## src/rtl/cdpwm_pkg.sv

```systemverilog
package cdpwm_pkg;

    // Width of the carrier divide counter (largest span is 16)
    localparam int CNT_W = 5;
    localparam int CHANS = 2;

    typedef enum logic [2:0] {
        DIV_1P5 = 3'b000,
        DIV_2   = 3'b001,
        DIV_3   = 3'b010,
        DIV_4   = 3'b011,
        DIV_6   = 3'b100,
        DIV_8   = 3'b101,
        DIV_12  = 3'b110,
        DIV_16  = 3'b111
    } div_sel_e;

    // How the rising-edge and falling-edge registers are merged
    typedef enum logic [1:0] {
        MERGE_RISE = 2'b00,   // rising-edge counter alone
        MERGE_OR   = 2'b01,   // odd ratio, 50% high time
        MERGE_XOR  = 2'b10    // three half-cycles per carrier period
    } merge_e;

    typedef struct packed {
        logic [CNT_W-1:0] span;   // counter length in system clocks
        merge_e           merge;
    } div_cfg_t;

    typedef struct packed {
        logic p;
        logic n;
    } pin_pair_t;

    function automatic div_cfg_t div_decode(input div_sel_e s);
        div_cfg_t c;
        unique case (s)
            DIV_1P5: begin c.span = CNT_W'(3);  c.merge = MERGE_XOR;  end
            DIV_2:   begin c.span = CNT_W'(2);  c.merge = MERGE_RISE; end
            DIV_3:   begin c.span = CNT_W'(3);  c.merge = MERGE_OR;   end
            DIV_4:   begin c.span = CNT_W'(4);  c.merge = MERGE_RISE; end
            DIV_6:   begin c.span = CNT_W'(6);  c.merge = MERGE_RISE; end
            DIV_8:   begin c.span = CNT_W'(8);  c.merge = MERGE_RISE; end
            DIV_12:  begin c.span = CNT_W'(12); c.merge = MERGE_RISE; end
            default: begin c.span = CNT_W'(16); c.merge = MERGE_RISE; end
        endcase
        return c;
    endfunction

    // Two's complement sample to offset-binary duty code
    function automatic logic [15:0] to_offset(input logic [15:0] s, input int w);
        logic [15:0] r;
        r = s;
        r[w-1] = ~s[w-1];
        return r;
    endfunction

endpackage

```

## src/rtl/cdpwm_divider.sv

```systemverilog
module cdpwm_divider
    import cdpwm_pkg::*;
(
    input  logic       clk,
    input  logic       rst,
    input  logic [2:0] div_sel,
    input  logic       lock,
    output logic       sw_clk,
    output logic       tick
);

    div_sel_e         sel_q;
    div_cfg_t         cfg;
    logic [CNT_W-1:0] cnt_q;
    logic [CNT_W-1:0] cnt_nxt;
    logic             rise_q;
    logic             rise_d;
    logic             fall_q;

    always_comb begin
        cfg     = div_decode(sel_q);
        cnt_nxt = (cnt_q >= cfg.span - CNT_W'(1)) ? '0 : cnt_q + CNT_W'(1);
        unique case (cfg.merge)
            MERGE_XOR: rise_d = (cnt_nxt != CNT_W'(2));
            MERGE_OR:  rise_d = (cnt_nxt == '0);
            default:   rise_d = (cnt_nxt < (cfg.span >> 1));
        endcase
    end

    // Rising-edge half: select register, counter, rising-edge output register
    always_ff @(posedge clk) begin
        if (rst) begin
            sel_q  <= DIV_16;
            cnt_q  <= '0;
            rise_q <= 1'b0;
        end else begin
            if (!lock) begin
                sel_q <= div_sel_e'(div_sel);
            end
            cnt_q  <= cnt_nxt;
            rise_q <= rise_d;
        end
    end

    // Falling-edge half: supplies the half-cycle resolution
    always_ff @(negedge clk) begin
        if (rst) begin
            fall_q <= 1'b0;
        end else begin
            unique case (cfg.merge)
                MERGE_XOR: fall_q <= (cnt_q == '0);
                MERGE_OR:  fall_q <= rise_q;
                default:   fall_q <= 1'b0;
            endcase
        end
    end

    always_comb begin
        unique case (cfg.merge)
            MERGE_XOR: begin
                sw_clk = rise_q ^ fall_q;
                tick   = (cnt_q != CNT_W'(1));
            end
            MERGE_OR: begin
                sw_clk = rise_q | fall_q;
                tick   = (cnt_q == cfg.span - CNT_W'(1));
            end
            default: begin
                sw_clk = rise_q;
                tick   = (cnt_q == cfg.span - CNT_W'(1));
            end
        endcase
    end


    sel_lock_chk: assert property (@(posedge clk) disable iff (rst)
        lock |=> $stable(sel_q))
        else $error("divide select changed while locked");

endmodule

```

## src/rtl/cdpwm_stepper.sv

```systemverilog
module cdpwm_stepper #(
    parameter int STEP_W = 6
) (
    input  logic              clk,
    input  logic              rst,
    input  logic              tick,
    output logic [STEP_W-1:0] step,
    output logic              boundary
);

    logic [STEP_W-1:0] step_q;

    always_ff @(posedge clk) begin
        if (rst) begin
            step_q <= '0;
        end else if (tick) begin
            step_q <= step_q + STEP_W'(1);
        end
    end

    assign step     = step_q;
    assign boundary = tick && (step_q == '1);


    step_hold_chk: assert property (@(posedge clk) disable iff (rst)
        !tick |=> $stable(step_q))
        else $error("step advanced without a carrier tick");

endmodule

```

## src/rtl/cdpwm_chan.sv

```systemverilog
module cdpwm_chan
    import cdpwm_pkg::*;
#(
    parameter int SMP_W = 6
) (
    input  logic             clk,
    input  logic             rst,
    input  logic             en,
    input  logic             boundary,
    input  logic [SMP_W-1:0] step,
    input  logic [SMP_W-1:0] sample,
    output pin_pair_t        pins,
    output logic             run
);

    logic [SMP_W-1:0] duty_q;
    logic             run_q;
    logic             level;
    logic [15:0]      offs;

    assign offs = to_offset(16'(sample), SMP_W);

    always_ff @(posedge clk) begin
        if (rst) begin
            duty_q <= '0;
            run_q  <= 1'b0;
        end else begin
            if (boundary) begin
                duty_q <= offs[SMP_W-1:0];
            end
            if (!en) begin
                run_q <= 1'b0;
            end else if (boundary) begin
                run_q <= 1'b1;
            end
        end
    end

    assign level  = (step < duty_q);
    assign pins.p = run_q & level;
    assign pins.n = run_q & ~level;
    assign run    = run_q;


    off_pins_low_chk: assert property (@(posedge clk) disable iff (rst)
        !en |=> (pins == '0))
        else $error("disabled channel drives a pin");


    start_on_boundary_chk: assert property (@(posedge clk) disable iff (rst)
        $rose(run_q) |-> $past(boundary))
        else $error("channel started away from a period boundary");


    duty_hold_chk: assert property (@(posedge clk) disable iff (rst)
        !boundary |=> $stable(duty_q))
        else $error("duty changed inside a period");

endmodule

```

## src/rtl/cdpwm_clkgen.sv

```systemverilog
module cdpwm_clkgen
    import cdpwm_pkg::*;
#(
    parameter int SMP_W = 6
) (
    input  logic             clk,
    input  logic             rst,
    input  logic [2:0]       div_sel,
    input  logic [1:0]       chan_en,
    input  logic [SMP_W-1:0] left_smp,
    input  logic [SMP_W-1:0] right_smp,
    output logic             sw_clk,
    output logic             left_p,
    output logic             left_n,
    output logic             right_p,
    output logic             right_n
);

    logic                         tick;
    logic                         boundary;
    logic [SMP_W-1:0]             step;
    logic [CHANS-1:0]             run;
    logic                         lock;
    logic [CHANS-1:0][SMP_W-1:0]  smp;
    pin_pair_t [CHANS-1:0]        pins;

    assign smp[0] = left_smp;
    assign smp[1] = right_smp;
    assign lock   = (|chan_en) | (|run);

    cdpwm_divider u_div (
        .clk     (clk),
        .rst     (rst),
        .div_sel (div_sel),
        .lock    (lock),
        .sw_clk  (sw_clk),
        .tick    (tick)
    );

    cdpwm_stepper #(.STEP_W(SMP_W)) u_step (
        .clk      (clk),
        .rst      (rst),
        .tick     (tick),
        .step     (step),
        .boundary (boundary)
    );

    for (genvar g = 0; g < CHANS; g++) begin : g_chan
        cdpwm_chan #(.SMP_W(SMP_W)) u_chan (
            .clk      (clk),
            .rst      (rst),
            .en       (chan_en[g]),
            .boundary (boundary),
            .step     (step),
            .sample   (smp[g]),
            .pins     (pins[g]),
            .run      (run[g])
        );
    end

    assign left_p  = pins[0].p;
    assign left_n  = pins[0].n;
    assign right_p = pins[1].p;
    assign right_n = pins[1].n;

endmodule

```

## config.mk

```make
export PLATFORM = sky130hd
export DESIGN_NAME = cdpwm_clkgen
export DESIGN_NICKNAME = d
export VERILOG_FILES = /design/src/rtl/cdpwm_pkg.sv /design/src/rtl/cdpwm_divider.sv /design/src/rtl/cdpwm_stepper.sv /design/src/rtl/cdpwm_chan.sv /design/src/rtl/cdpwm_clkgen.sv
export SDC_FILE = /design/constraint.sdc
export NUM_CORES = 1
export LEC_CHECK = 0
export ABC_CLOCK_PERIOD_IN_PS = 9200
export BUFFER_PORTS_ARGS = -buffer_cell sky130_fd_sc_hd__buf_2
export CAP_MARGIN = 20
export CORE_MARGIN = 4
export CORE_UTILIZATION = 40
export DETAILED_ROUTE_END_ITERATION = 8
export SETUP_SLACK_MARGIN = 0.02
export SLEW_MARGIN = 25
export SYNTH_ARGS = -nofsm -noshare
export SYNTH_HDL_FRONTEND = slang
export SYNTH_SLANG_ARGS = --single-unit
```

## constraint.sdc

```tcl
create_clock -name clk -period 9.2 [get_ports clk]
set_input_delay 0.46 -clock clk [delete_from_list [all_inputs] [get_ports clk]]
set_output_delay 0.46 -clock clk [all_outputs]
set_load 0.03 [all_outputs]
```

==> flow_summary.ini <==
[timing]
rsz0062_at_grt = false
fin_setup_tns_ns = 0
slew_violations = 0
setup-violations-final = 0
worst_slew_pin_slew_ns = 0.7150
relSlewSlack_pct = 52.33
finalClockSkew_ns = 0.06095
hold_viol = 0

[power]
p_sw_share_pct = 27.13
p_per_area_nw_per_um2 = 137.4
p_comb_share_pct = 16.3
ir_worst_vdd_uv = 62.09
p_switching_mw = 0.08367
p_seq_share_pct = 45.7
internal_power_mw = 0.2247
leakagePower_nw = 0.9209
p_clk_share_pct = 38.0

[cts]
h-tree-depth = 2
clock_sinks = 30
root_buffer = clkbuf_8
cts_tree = yes
post_cts_buffers = 0
clk_path_buf_depth = 2
cts.clk_slew.worst_paths_ns = 0.06
holdBufCountCts = 0
post_cts_resized = 0
cts_buffers = 5
clock_latency_ns = 0.34

[hold_path]
hp-class = input port to register

[die]
core_area_sq_um = 4817
die-area_sq_um = 6285
die_h_um = 79.28
rows = 25
chipWidth_um = 79.28
ios = 24
start_util_pct = 42.18

[finish]
fin_nets = 302
drive_above_1_share_pct = 15.00
insertedDiodeCount = 0
utilization_pct = 46.60
synthToLayoutAreaGrowth_pct = 10.47

[synth]
ys_seq_area_share_pct = 29.56
synth_edf_count = 0
ys_types = 49
synthArstFlopShare_pct = 0
synthCells = 240
syn_area_per_cell_sq_um = 8.466
ys_seq_elements = 30
synth.cell_area_sq_um = 2032
synth_top_flop_cell = dfxtp_1
syn_nets = 283
yosysWarningCount = 0

[detailed_routing]
drt-total-wl_mm = 4.124
drtPass1Iterations = 4
postRouteAntennaNets = 0
drt_iter0_drc = 73
drc = 0
vias = 1654
viasPerCell = 5.058
wl_per_cell_um = 12.61

[critical_path]
cp_cell_sequence = inv_1 -> ha_1 -> mux2i_1 -> a21oi_1 -> buf_2
critPathLaunchType = register
crit_fanout = 1
endpoint_kind = output port
path_class = register to output port
cpMaxStageDelayCell = dfxtp_1
critical_path.max_stage_delay_ns = 0.30
cp.required_ns = 8.74
crit_arrival_ns = 5.94

[placed_design]
dp_hpwl_mm = 3.053
port_buffers = 23
place.gp.congestion = 0.8569

[global_routing]
grt_max_degree = 27
grt_pass1_wl_mm = 7.196
grt_pass1_vias = 1597
grt_overflow = 0
antenna_found_initial = 0
grtUsageTotal_pct = 14.62

[status]
status = finished, final reports clean

[job]
maxCapViolCount = 0
cell families after synthesis:
group | after synthesis | synth area share [%]
and+or+nand+nor | 77 | 20.94
adders and majority gates | 25 | 15.27
xor gates and xnor gates | 10 | 4.310
buffers and inverters | 31 | 7.943
muxes | 2 | 0.9853
AOI/OAI and AO/OA | 65 | 21.00
DFF | 30 | 29.56
per-layer routing:
metal  GRT usage [%]  vias up  wire length [um]
met2           23.65       18              1952
li1                -      892                 -
met1           17.79      739              1997
met5               0        -                 0
met3           4.082        5               129
met4           7.045        0                45
final timing paths:
kind | startpoint | to | slack (ns) | depth (start not counted)
worst min register to register | g_chan[1].u_chan.duty_q[4] | g_chan[1].u_chan.duty_q[4] | 0.48 | 2
worst min-delay path | left_smp[5] | g_chan[0].u_chan.duty_q[5] | 0.37 | 2
worst max register to register | u_div.cnt_q[2] | u_div.fall_q | 3.50 | 4
worst max-delay path | u_div.fall_q | sw_clk | 2.80 | 5
critical path: cells and delay by family, from the launching register on:
kind | cells | cell delay [ns]
buffers and inverters | 2 | 0.25
multiplexers | 1 | 0.06
flip-flops | 1 | 0.30
AO/OA/AOI/OAI | 1 | 0.15
adder cells (fa/ha/maj) | 1 | 0.26
sequential cells by signal, indices dropped and copies added (netlist names):
signal,count
g_chan.u_chan.duty_q,12
u_step.step,6
u_div.cnt_q,5
u_div.sel_q,3
g_chan.u_chan.run,2
u_div.fall_q,1
u_div.rise_q,1
metrics by stage:
| step | instances | setup WS [ns] | hold WS, ns | instance area [sq um] | power [mW] |
|---|---|---|---|---|---|
| detailed placement | 319 | 3.127 | 0.4672 | 2145 | 0.1956 |
| floorplan | 240 | 2.989 | 0.4537 | 2032 | 0.1821 |
| CTS | 327 | 2.775 | 0.3547 | 2245 | 0.3140 |
| finish | 327 | 2.796 | 0.3656 | 2245 | 0.3084 |
| global route | 327 | 2.672 | 0.3574 | 2245 | 0.3291 |
| global placement | 319 | 3.164 | 0.4636 | 2145 | 0.1958 |
cells in the mapped netlist, types with 2 or more instances:
library cell	number	share of area, %
a21oi_2	2	0.86
nor2_1	21	3.9
buf_2	2	0.49
a21oi_1	20	4.9
or3_1	2	0.62
a2111oi_0	3	1.3
buf_6	3	1.7
and3_1	2	0.62
xor2_1	5	2.2
nor3_1	4	0.99
a211o_1	5	2.2
nand2b_1	5	1.5
and2b_1	2	0.74
nand2_1	9	1.7
nand3_2	2	0.99
ha_1	24	15
nor3b_1	3	1.1
and4_1	2	0.86
dfxtp_1	30	30
o22ai_1	2	0.62
nor2b_1	3	0.92
a311oi_1	2	0.86
o21a_1	3	1.1
mux2i_1	2	0.99
xnor2_1	5	2.2
inv_1	20	3.7
nand3_1	14	3.4
clkbuf_1	4	0.74
nand4_1	2	0.62
a21o_1	6	2.2
o21ai_0	13	3.2
placed cells by master, fill, tap and decap left out, drive strengths merged, types with 7 or more instances in the layout:
cell / synthesis / routed
nand3: 16 / 16
dfxtp: 30 / 30
clkbuf: 4 / 7
nor2: 21 / 21
a21o: 7 / 7
o21ai: 13 / 13
nand2: 9 / 9
ha: 24 / 24
buf: 7 / 23
a21oi: 22 / 22
inv: 20 / 20
layout make-up:
type	count	area (sq um)
Clock buffer	7	96.34
Clock inverter	2	7.507
Fill cell	515	2572
Inverter	19	71.32
Multi-Input combinational cell	179	1270
Sequential cell	30	600.6
Tap cell	67	83.83
Timing Repair Buffer	23	115.1
power groups by stage:
stage	clock network (mW)	logic [mW]	registers, mW
6_report	0.117	0.0502	0.141
5_1_grt	0.129	0.0578	0.142
4_1_cts	0.122	0.0507	0.141
3_5_place_dp	0.00136	0.0504	0.144
3_3_place_gp	0.00136	0.0508	0.144
2_1_floorplan	0.00136	0.0402	0.141
No activity file was read; power rests on OpenSTA's default activity.
